### config.mk
export PLATFORM = sky130hd
export DESIGN_NAME = sdram_cmd_monitor
export DESIGN_NICKNAME = d
export VERILOG_FILES = /design/src/rtl/sdram_mon_pkg.sv /design/src/rtl/sdram_sat_cnt.sv /design/src/rtl/sdram_cmd_decode.sv /design/src/rtl/sdram_bank_track.sv /design/src/rtl/sdram_cmd_monitor.sv
export SDC_FILE = /design/constraint.sdc
export NUM_CORES = 1
export LEC_CHECK = 0
export BUFFER_PORTS_ARGS = -buffer_cell sky130_fd_sc_hd__buf_2
export CORE_ASPECT_RATIO = 0.9
export CORE_MARGIN = 2
export CORE_UTILIZATION = 50
export CTS_BUF_LIST = sky130_fd_sc_hd__clkbuf_8
export DETAILED_ROUTE_END_ITERATION = 10
export PLACE_DENSITY = 0.67
export SKIP_LAST_GASP = 1
export SLEW_MARGIN = 40
export SYNTH_ARGS = -nofsm -noshare
export SYNTH_HDL_FRONTEND = slang
export SYNTH_SLANG_ARGS = --single-unit
### constraint.sdc
create_clock -name clk -period 2.75 [get_ports clk]
set_clock_uncertainty 0.05 [all_clocks]
set_input_delay 0.275 -clock clk [delete_from_list [all_inputs] [get_ports clk]]
set_output_delay 0.275 -clock clk [all_outputs]
set_load 0.005 [all_outputs]
### src/rtl/sdram_mon_pkg.sv
package sdram_mon_pkg;

   typedef enum logic [3:0] {
      C_DESL, C_NOP, C_BST, C_READ, C_WRIT, C_ACT, C_PRE, C_REF, C_MRS
   } cmd_e;

   typedef enum logic [2:0] {
      B_IDLE, B_ACTV, B_RD, B_WR, B_RDA, B_WRA, B_PRC
   } bank_st_e;

   typedef enum logic [3:0] {
      E_NONE    = 4'd0,
      E_ILLEGAL = 4'd1,
      E_TRCD    = 4'd2,
      E_TRAS    = 4'd3,
      E_TRP     = 4'd4,
      E_TRRD    = 4'd5,
      E_MRS     = 4'd6,
      E_TCCD    = 4'd7,
      E_TRC     = 4'd8
   } err_e;

   function automatic int unsigned max2(input int unsigned a, input int unsigned b);
      return (a > b) ? a : b;
   endfunction

endpackage

### src/rtl/sdram_sat_cnt.sv
// Cycle counter: load sets it to 1, otherwise it counts up and sticks at all-ones.
module sdram_sat_cnt #(
   parameter int unsigned W = 4
) (
   input  logic         clk,
   input  logic         rst_n,
   input  logic         load,
   output logic [W-1:0] q
);
   always_ff @(posedge clk) begin
      if (!rst_n)          q <= '1;
      else if (load)       q <= W'(1);
      else if (q != '1)    q <= q + W'(1);
   end
endmodule

### src/rtl/sdram_cmd_decode.sv
module sdram_cmd_decode
   import sdram_mon_pkg::*;
(
   input  logic cke_q,
   input  logic cs_n,
   input  logic ras_n,
   input  logic cas_n,
   input  logic we_n,
   output cmd_e op
);
   always_comb begin
      if (!cke_q || cs_n) begin
         op = C_DESL;
      end else begin
         unique case ({ras_n, cas_n, we_n})
            3'b000:  op = C_MRS;
            3'b001:  op = C_REF;
            3'b010:  op = C_PRE;
            3'b011:  op = C_ACT;
            3'b100:  op = C_WRIT;
            3'b101:  op = C_READ;
            3'b110:  op = C_BST;
            default: op = C_NOP;
         endcase
      end
   end
endmodule

### src/rtl/sdram_bank_track.sv
module sdram_bank_track
   import sdram_mon_pkg::*;
#(
   parameter int unsigned T_RCD     = 2,
   parameter int unsigned T_RAS     = 5,
   parameter int unsigned T_RP      = 2,
   parameter int unsigned T_RC      = 7,
   parameter int unsigned BURST_LEN = 4,
   parameter int unsigned CW        = 4
) (
   input  logic clk,
   input  logic rst_n,
   input  cmd_e op,
   input  logic hit,
   input  logic ap,
   input  logic rrd_ok,
   input  logic ccd_ok,
   output err_e err,
   output logic act_take,
   output logic col_take
);
   localparam logic [CW-1:0] L_RCD  = CW'(T_RCD);
   localparam logic [CW-1:0] L_RAS  = CW'(T_RAS);
   localparam logic [CW-1:0] L_RP   = CW'(T_RP);
   localparam logic [CW-1:0] L_RC   = CW'(T_RC);
   localparam logic [CW-1:0] L_BL   = CW'(BURST_LEN);
   localparam logic [CW-1:0] L_APRP = CW'(BURST_LEN + T_RP);

   bank_st_e        st, eff, nxt;
   logic [CW-1:0]   act_cnt, ph_cnt;
   logic            pre_take;

   // state after timed phases that have run out
   always_comb begin
      eff = st;
      unique case (st)
         B_PRC:        if (ph_cnt >= L_RP)   eff = B_IDLE;
         B_RD, B_WR:   if (ph_cnt >= L_BL)   eff = B_ACTV;
         B_RDA, B_WRA: if (ph_cnt >= L_APRP) eff = B_IDLE;
         default: ;
      endcase
   end

   function automatic bank_st_e burst_state(input cmd_e c, input logic auto);
      if (c == C_READ) return auto ? B_RDA : B_RD;
      return auto ? B_WRA : B_WR;
   endfunction

   always_comb begin
      err      = E_NONE;
      nxt      = eff;
      act_take = 1'b0;
      col_take = 1'b0;
      pre_take = 1'b0;
      if (hit) begin
         unique case (eff)
            B_IDLE: begin
               unique case (op)
                  C_ACT: begin
                     if (act_cnt < L_RC)  err = E_TRC;
                     else if (!rrd_ok)    err = E_TRRD;
                     nxt      = B_ACTV;
                     act_take = 1'b1;
                  end
                  C_READ, C_WRIT: err = E_ILLEGAL;
                  default: ;
               endcase
            end
            B_ACTV, B_RD, B_WR: begin
               unique case (op)
                  C_READ, C_WRIT: begin
                     if (eff == B_ACTV && act_cnt < L_RCD) err = E_TRCD;
                     else if (!ccd_ok)                     err = E_TCCD;
                     nxt      = burst_state(op, ap);
                     col_take = 1'b1;
                  end
                  C_PRE: begin
                     if (act_cnt < L_RAS) err = E_TRAS;
                     nxt      = B_PRC;
                     pre_take = 1'b1;
                  end
                  C_BST:        nxt = B_ACTV;
                  C_MRS:        err = E_MRS;
                  C_ACT, C_REF: err = E_ILLEGAL;
                  default: ;
               endcase
            end
            B_RDA, B_WRA: err = E_ILLEGAL;
            B_PRC: begin
               unique case (op)
                  C_ACT: err = E_TRP;
                  C_MRS: err = E_MRS;
                  C_READ, C_WRIT, C_PRE, C_REF: err = E_ILLEGAL;
                  default: ;
               endcase
            end
            default: ;
         endcase
      end
   end

   always_ff @(posedge clk) begin
      if (!rst_n) st <= B_IDLE;
      else        st <= nxt;
   end

   sdram_sat_cnt #(.W(CW)) u_act_cnt (
      .clk(clk), .rst_n(rst_n), .load(act_take), .q(act_cnt)
   );

   sdram_sat_cnt #(.W(CW)) u_ph_cnt (
      .clk(clk), .rst_n(rst_n), .load(col_take | pre_take), .q(ph_cnt)
   );

endmodule

### src/rtl/sdram_cmd_monitor.sv
module sdram_cmd_monitor
   import sdram_mon_pkg::*;
#(
   parameter int unsigned BANK_BITS = 1,
   parameter int unsigned T_RCD     = 2,
   parameter int unsigned T_RAS     = 5,
   parameter int unsigned T_RP      = 2,
   parameter int unsigned T_RC      = 7,
   parameter int unsigned T_RRD     = 2,
   parameter int unsigned T_CCD     = 2,
   parameter int unsigned BURST_LEN = 4
) (
   input  logic                 clk,
   input  logic                 rst_n,
   input  logic                 cke,
   input  logic                 cs_n,
   input  logic                 ras_n,
   input  logic                 cas_n,
   input  logic                 we_n,
   input  logic [BANK_BITS-1:0] bank_sel,
   input  logic                 a10,
   output logic                 err_pulse,
   output logic [3:0]           err_code
);
   localparam int unsigned NUM_BANKS = 1 << BANK_BITS;
   localparam int unsigned CNT_MAX   =
      max2(max2(max2(T_RC, T_RAS), max2(T_RCD, T_RRD)), max2(T_CCD, BURST_LEN + T_RP));
   localparam int unsigned CW        = $clog2(CNT_MAX + 1);
   localparam logic [CW-1:0] L_RRD   = CW'(T_RRD);
   localparam logic [CW-1:0] L_CCD   = CW'(T_CCD);

   if (BANK_BITS < 1 || BANK_BITS > 3) begin : g_bad_banks
      $error("BANK_BITS must lie in 1..3");
   end
   if (T_RCD < 1 || T_RAS < 1 || T_RP < 1 || T_RC < 1 || T_RRD < 1 || T_CCD < 1) begin : g_bad_timing
      $error("every minimum spacing must be at least one cycle");
   end
   if (BURST_LEN < 1) begin : g_bad_burst
      $error("BURST_LEN must be at least one");
   end

   logic                 cke_q;
   cmd_e                 op;
   logic [NUM_BANKS-1:0] hit, act_take, col_take, rrd_ok;
   err_e                 berr [NUM_BANKS];
   err_e                 sel_err;
   logic [CW-1:0]        rrd_cnt, ccd_cnt;
   logic [BANK_BITS-1:0] last_bank, act_bank;
   logic                 act_any, ccd_ok;

   always_ff @(posedge clk) begin
      if (!rst_n) cke_q <= 1'b0;
      else        cke_q <= cke;
   end

   sdram_cmd_decode u_dec (
      .cke_q(cke_q), .cs_n(cs_n), .ras_n(ras_n), .cas_n(cas_n), .we_n(we_n), .op(op)
   );

   assign ccd_ok = (ccd_cnt >= L_CCD);

   for (genvar b = 0; b < NUM_BANKS; b++) begin : g_bank
      logic is_mine;
      assign is_mine = (bank_sel == BANK_BITS'(b));
      always_comb begin
         unique case (op)
            C_ACT, C_READ, C_WRIT: hit[b] = is_mine;
            C_PRE:                 hit[b] = a10 | is_mine;
            C_BST, C_REF, C_MRS:   hit[b] = 1'b1;
            default:               hit[b] = 1'b0;
         endcase
      end
      assign rrd_ok[b] = (last_bank == BANK_BITS'(b)) || (rrd_cnt >= L_RRD);

      sdram_bank_track #(
         .T_RCD(T_RCD), .T_RAS(T_RAS), .T_RP(T_RP), .T_RC(T_RC),
         .BURST_LEN(BURST_LEN), .CW(CW)
      ) u_trk (
         .clk(clk), .rst_n(rst_n), .op(op), .hit(hit[b]), .ap(a10),
         .rrd_ok(rrd_ok[b]), .ccd_ok(ccd_ok), .err(berr[b]),
         .act_take(act_take[b]), .col_take(col_take[b])
      );
   end

   always_comb begin
      act_any  = 1'b0;
      act_bank = '0;
      for (int b = 0; b < NUM_BANKS; b++) begin
         if (act_take[b]) begin
            act_any  = 1'b1;
            act_bank = BANK_BITS'(b);
         end
      end
   end

   // lowest bank with a fault wins
   always_comb begin
      sel_err = E_NONE;
      for (int b = NUM_BANKS - 1; b >= 0; b--) begin
         if (berr[b] != E_NONE) sel_err = berr[b];
      end
   end

   sdram_sat_cnt #(.W(CW)) u_rrd_cnt (
      .clk(clk), .rst_n(rst_n), .load(act_any), .q(rrd_cnt)
   );

   sdram_sat_cnt #(.W(CW)) u_ccd_cnt (
      .clk(clk), .rst_n(rst_n), .load(|col_take), .q(ccd_cnt)
   );

   always_ff @(posedge clk) begin
      if (!rst_n) begin
         last_bank <= '0;
         err_pulse <= 1'b0;
         err_code  <= 4'd0;
      end else begin
         if (act_any) last_bank <= act_bank;
         err_pulse <= (sel_err != E_NONE);
         err_code  <= sel_err;
      end
   end

endmodule

==> results.sh, run 1 <==
export IMPL_syn_area_um2=2570
export IMPL_ys_warn_count=0
export IMPL_end_kind="register"
export IMPL_fp_row_count=24
export IMPL_cp_required_ns=2.87
export IMPL_seqCellArea_um2=621
export IMPL_yosysSeqAreaShare_pct=24.1
export IMPL_crit_arrival_ns=2.65
export IMPL_multi_input_area_um2=1820
export IMPL_cp_slowest_cell="ha_1"
export IMPL_met2_usage_pct=40.3
export IMPL_cts_made_buffers=5
export IMPL_drive_gt1_share_pct=16.7
export IMPL_antenna_found_initial=0
export IMPL_place_area_um2=2770
export IMPL_hold_class="in2reg"
export IMPL_postSynthNetCount=346
export IMPL_grtUsageTotal_pct=24.9
export IMPL_grt_busiest_layer="met2"
export IMPL_fp_dieW_um=79.6
export IMPL_path_clk_slew_ns=0.07
export IMPL_grt_pass1_vias=2322
export IMPL_vias_per_cell=6.16
export IMPL_grt_ovfl_total=0
export IMPL_grt_pass1_wl_um=11300
export IMPL_maxSlewHeadroom_pct=62.2
export IMPL_grt_max_degree=21
export IMPL_met3_usage_pct=5.35
export IMPL_finalNetCount=367
export IMPL_ys_async_sr_fraction_pct=0
export IMPL_crit_buf_inv=4
export IMPL_core_area_um2=4890
export IMPL_fin_total_pwr_mw=1.83
export IMPL_pre_cts_ws_ns=-0.0380
export IMPL_routed_wl_um=6760
export IMPL_rsz0062_at_grt="no"
export IMPL_cp_top_family="simple AND/OR/NAND/NOR gates"
export IMPL_cts_buffer_depth=2
export IMPL_wl_per_cell_um=16.7
export IMPL_clock_fmax_mhz=395
export IMPL_ys_flop_type="dfxtp_1"
export IMPL_grt_use_met1_pct=34.5
export IMPL_dp_final_hpwl_um=5170
export IMPL_via_count=2500
export IMPL_cp_start_kind="input pin"
export IMPL_post_cts_buffers=0
export IMPL_fin_util_pct=58.7
export IMPL_drt_initial_drc_count=220
export IMPL_cts_num_sinks=31
export IMPL_synth_top_area_share_pct=24.1
export IMPL_fill_cells=479
export IMPL_dr_pass1_iters=6
export IMPL_netlist_instances=319
export IMPL_worst_slew_pin_slew_ns=0.564
export IMPL_cp_max_fo=11
export IMPL_ir_worst_vdd_mv=0.485
export IMPL_diodes=0
export IMPL_clk_latency_ns=0.29
export IMPL_die_area_um2=5740
export IMPL_period_needed_ns=2.53
export IMPL_path_class="in2reg"
export IMPL_yosys_area_top_type="dfxtp_1"
export IMPL_stdcell_count=406
export IMPL_holdBufCountCts=0
export IMPL_cts_max_level=2
export IMPL_area_growth_pct=11.8
export IMPL_ios=14
export IMPL_drc=0
export IMPL_maxSlewViolCount=0
export IMPL_gp_congestion=0.981
export IMPL_root_buffer="clkbuf_8"
export IMPL_power_density_nw_per_um2=638
export IMPL_synthTopCellsByArea="dfxtp_1 24%, ha_1 8.8%, o21ai_0 6.0%, mux2i_1 4.7%, a21oi_1 4.3%"
export IMPL_portBuffers=13
export IMPL_ys_types=67
export IMPL_fin_crit_sh_pct=92.1
export IMPL_design_area_um2=2880
export IMPL_hold_violations=0
export IMPL_initial_core_util_pct=52.6
export IMPL_max_stage_delay_ns=0.39
export IMPL_ctsResizeCount=0
export IMPL_ant_nets=0
export IMPL_status="finished clean"
export IMPL_fp_dieH_um=72.0
export IMPL_synth_edff_count=0
export IMPL_placedCellCount=398
export IMPL_leakage_nw=1.10
export IMPL_tritoncts="built"
export IMPL_timing_critical_path_cells="buf_2 > inv_1 > ha_1 > buf_4 > nor4b_2 > buf_4 > o211ai_1 > nand2_1 > a21oi_4 > or2_1 > o21ai_2 > or3_1"
export IMPL_layout_setup_ws_ns=0.218
export IMPL_synth_seq_cells=31
export IMPL_setup_viol=0
export IMPL_crit_top_cell="buf_4"
export IMPL_cap_violations=0
export IMPL_avgSynthCellArea_um2=8.06
export IMPL_synthTopCellsByCount="31 x dfxtp_1, 31 x o21ai_0, 22 x a21oi_1, 22 x nor2_1, 18 x ha_1"
## final cells by class
cell class / count / area share, %
multi-input cells: 258 / 63.2
flip-flops and latches: 31 / 21.6
repair buffers: 32 / 7.22
clock buffers: 7 / 3.35
well taps: 65 / 2.83
inverters: 12 / 1.57
clock inverters: 1 / 0.261
## stage by stage
| step | hold WS (ns) | TNS (ns) |
|---|---|---|
| 2_1_floorplan | 0.352 | 0 |
| 3_3_place_gp | 0.419 | -0.0298 |
| 3_5_place_dp | 0.433 | -0.0871 |
| 4_1_cts | 0.140 | 0 |
| 5_1_grt | 0.152 | 0 |
| 6_report | 0.143 | 0 |
## path summary, 6_finish.rpt
check	start	to	slack (ns)	cells after the start
setup / recovery	cas_n	u_rrd_cnt.q[0]	0.22	12
hold / removal	cke	cke_q	0.14	2
setup reg to reg	g_bank[1].u_trk.u_ph_cnt.q[0]	g_bank[1].u_trk.u_ph_cnt.q[2]	0.29	10
hold reg to reg	last_bank	last_bank	0.44	2
## routing by layer
layer / wire [um] / vias to the layer above
met5: 0 / -
met4: 30 / 0
met3: 432 / 5
met2: 3110 / 69
met1: 3190 / 1193
li1: - / 1233
## where the power goes
part           switching (mW)  leakage [nW]  internal, mW
clock network           0.183        0.0505         0.228
registers               0.130         0.255         0.556
logic                   0.362         0.793         0.375
## state kept, by name (all words and copies together), names as in the netlist
| register | count |
|---|---|
| g_bank.u_trk.st | 6 |
| g_bank.u_trk.u_act_cnt.q | 6 |
| g_bank.u_trk.u_ph_cnt.q | 6 |
| err_code | 4 |
| u_ccd_cnt.q | 3 |
| u_rrd_cnt.q | 3 |
| cke_q | 1 |
| err_pulse | 1 |
| last_bank | 1 |
## kinds of logic after synthesis
group,count (synthesis),share of synthesized area (%)
and+or+nand+nor,113,25.8
AOI/OAI and AO/OA,108,28.8
DFF,31,24.1
buffers and inverters,30,5.45
adders and majority gates,18,8.76
muxes,12,4.67
xor gates and xnor gates,7,2.38
## placed cells by master (no fill, tap or decap), types with 6 or more instances in the layout
cell type and count:
ha_1 18, inv_1 12, buf_4 19, nand3_1 11
and2_1 6, mux2i_1 12, nand2_1 17, clkbuf_8 7
nor2_1 22, dfxtp_1 31, a21oi_1 22, nand2b_1 6
or3_1 10, xnor2_1 6, o21ai_0 31, nor2b_1 7
buf_2 13
No activity file was read; power rests on OpenSTA's default activity.
==> run 2: changes to the inputs <==
Settings changed: ABC_AREA from default to 1, CORE_UTILIZATION 50 to 63, PLACE_DENSITY 0.67 to 0.82, TNS_END_PERCENT from default to 30.
==> results.sh, run 2 <==
export IMPL_status="finished clean"
export IMPL_pre_cts_ws_ns=0.188
export IMPL_syn_area_um2=2450
export IMPL_max_stage_delay_ns=0.23
export IMPL_cp_start_kind="input pin"
export IMPL_postSynthNetCount=394
export IMPL_holdBufCountCts=0
export IMPL_path_class="in2reg"
export IMPL_period_needed_ns=2.32
export IMPL_cap_violations=0
export IMPL_leakage_nw=1.34
export IMPL_ios=14
export IMPL_grt_ovfl_total=0
export IMPL_finalSetupTns_ns=0
export IMPL_drc=0
export IMPL_dr_pass1_iters=4
export IMPL_rsz0062_at_grt="no"
export IMPL_maxSlewHeadroom_pct=65.1
export IMPL_via_count=2346
export IMPL_timing_critical_path_cells="buf_2 > inv_1 > ha_1 > inv_1 > nand2_1 > nand3_1 > o21bai_1 > nand2_1 > nand2_2 > nor2_1 > nand2_1 > nand2_1 > nand2_2 > nand2_2 > nand2_2 > nor2_1 > a311oi_1 > inv_1"
export IMPL_met3_usage_pct=4.16
export IMPL_fill_cells=367
export IMPL_routed_wl_um=5150
export IMPL_clock_fmax_mhz=431
export IMPL_yosysSeqAreaShare_pct=25.3
export IMPL_maxSlewViolCount=0
export IMPL_portBuffers=13
export IMPL_met2_usage_pct=42.9
export IMPL_hold_violations=0
export IMPL_netlist_instances=367
export IMPL_grt_busiest_layer="met2"
export IMPL_yosys_area_top_type="dfxtp_1"
export IMPL_drt_initial_drc_count=166
export IMPL_finalNetCount=411
export IMPL_cp_required_ns=2.87
export IMPL_ys_async_sr_fraction_pct=0
export IMPL_ys_types=38
export IMPL_initial_core_util_pct=65.7
export IMPL_ir_worst_vdd_mv=0.443
export IMPL_ant_nets=0
export IMPL_yosysMostFrequentCell="nand2_1"
export IMPL_crit_arrival_ns=2.44
export IMPL_clk_latency_ns=0.29
export IMPL_synth_edff_count=0
export IMPL_cp_max_fo=12
export IMPL_cts_max_level=2
export IMPL_stdcell_count=431
export IMPL_end_kind="register"
export IMPL_cts_num_sinks=31
export IMPL_final_common_cell="nand2_1"
export IMPL_grt_pass1_vias=2165
export IMPL_fp_dieH_um=63.2
export IMPL_cts_buffer_depth=2
export IMPL_diodes=0
export IMPL_post_cts_buffers=0
export IMPL_cp_slowest_cell="a311oi_1"
export IMPL_ys_flop_type="dfxtp_1"
export IMPL_worst_slew_pin_slew_ns=0.520
export IMPL_grt_pass1_wl_um=9290
export IMPL_fp_row_count=21
export IMPL_synth_top_area_share_pct=25.3
export IMPL_drive_gt1_share_pct=17.9
export IMPL_timing_hold_ws_ns=0.114
export IMPL_wl_per_cell_um=12.0
export IMPL_layout_setup_ws_ns=0.428
export IMPL_grtUsageTotal_pct=25.6
export IMPL_hold_class="in2reg"
export IMPL_dp_final_hpwl_um=4040
export IMPL_tritoncts="built"
export IMPL_vias_per_cell=5.44
export IMPL_placedCellCount=423
export IMPL_antenna_found_initial=0
export IMPL_top_regs="g_bank.u_trk.st x6, g_bank.u_trk.u_act_cnt.q x6, g_bank.u_trk.u_ph_cnt.q x6"
export IMPL_power_density_nw_per_um2=654
export IMPL_grt_use_met1_pct=34.2
export IMPL_setup_viol=0
export IMPL_gp_congestion=0.830
export IMPL_core_area_um2=3730
export IMPL_layout_common_cells="84 x nand2_1, 51 x nand3_1, 42 x inv_1, 31 x nor2_1, 31 x dfxtp_1"
export IMPL_grt_max_degree=19
export IMPL_area_growth_pct=7.66
export IMPL_ys_warn_count=0
export IMPL_avgSynthCellArea_um2=6.68
export IMPL_root_buffer="clkbuf_8"
export IMPL_synthTopCellsByCount="84 x nand2_1, 51 x nand3_1, 40 x inv_1"
export IMPL_synth_seq_cells=31
export IMPL_path_clk_slew_ns=0.07
export IMPL_ctsResizeCount=0
export IMPL_cp_top_family="simple AND/OR/NAND/NOR gates"
export IMPL_cts_made_buffers=5
export IMPL_die_area_um2=4400
export IMPL_fp_dieW_um=69.7
export IMPL_fin_crit_sh_pct=84.5
export IMPL_synthTopCellsByArea="dfxtp_1 25%, nand2_1 13%, nand3_1 10%, ha_1 9.2%, inv_1 6.1%"
export IMPL_crit_buf_inv=4
run 2: changes by cell type after synthesis, sizes merged, moves of 9 or more:
cell   change
nand3     +44
mux2i     -11
buf       -10
or3       -10
nand2     +78
inv       +41
a21oi      -9
o21ai     -20
nor2      +21
run 2: final timing paths:
kind | start | endpoint | slack, ns | cells past startpoint
max | cas_n | g_bank[1].u_trk.u_act_cnt.q[2] | 0.43 | 18
min | cke | cke_q | 0.11 | 3
max reg2reg | cke_q | g_bank[1].u_trk.u_act_cnt.q[2] | 0.47 | 15
min reg2reg | last_bank | last_bank | 0.45 | 2
run 2: logic make-up after synthesis:
logic type               share of synthesized area, %
multiplexers                                    0.409
AND/OR/NAND/NOR                                  43.5
AO/OA/AOI/OAI                                    11.6
XOR/XNOR                                        0.715
buffers and inverters                            9.24
adder cells (fa/ha/maj)                          9.19
flip-flops                                       25.3
run 2: report_power, final:
group,switching (mW),internal (mW)
Combinational,0.390,0.305
Clock,0.166,0.170
Sequential,0.125,0.569
run 2: final cells by class:
class / count / area [um^2] / share of cell area [%]
multi-input combinational: 278 / 1600 / 60.8
sequential: 31 / 621 / 23.5
inverter: 54 / 203 / 7.68
timing repair buffer: 14 / 72.6 / 2.75
clock buffer: 5 / 68.8 / 2.61
tap: 46 / 57.6 / 2.18
clock inverter: 3 / 12.5 / 0.474
run 2: per-stage QoR:
step	total power [mW]	utilization, %	instance area [um^2]
after detailed placement	1.39	68.5	2560
after global placement	1.36	68.5	2560
after floorplan	1.24	-	2450
final	1.72	70.7	2640
after CTS	1.73	70.7	2640
after global routing	1.90	70.7	2640
run 2: per-layer routing:
metal  up-vias  share of wire, %
li1       1249                 -
met3         8               5.3
met5         -                 0
met1      1034                48
met2        55                46
met4         0               1.2
run 2: worst register-to-register path: stages, from the launching register on:
cell,delay [ns]
dfxtp_1,0.34
nand2_2,0.12
nor2_4,0.14
nand2_2,0.07
nor2_2,0.12
nand2_1,0.10
nand2_2,0.22
nor2_1,0.07
nand2_1,0.10
nand2_1,0.07
nand2_2,0.11
nand2_2,0.16
nand2_2,0.13
nor2_1,0.05
a311oi_1,0.23
inv_1,0.07
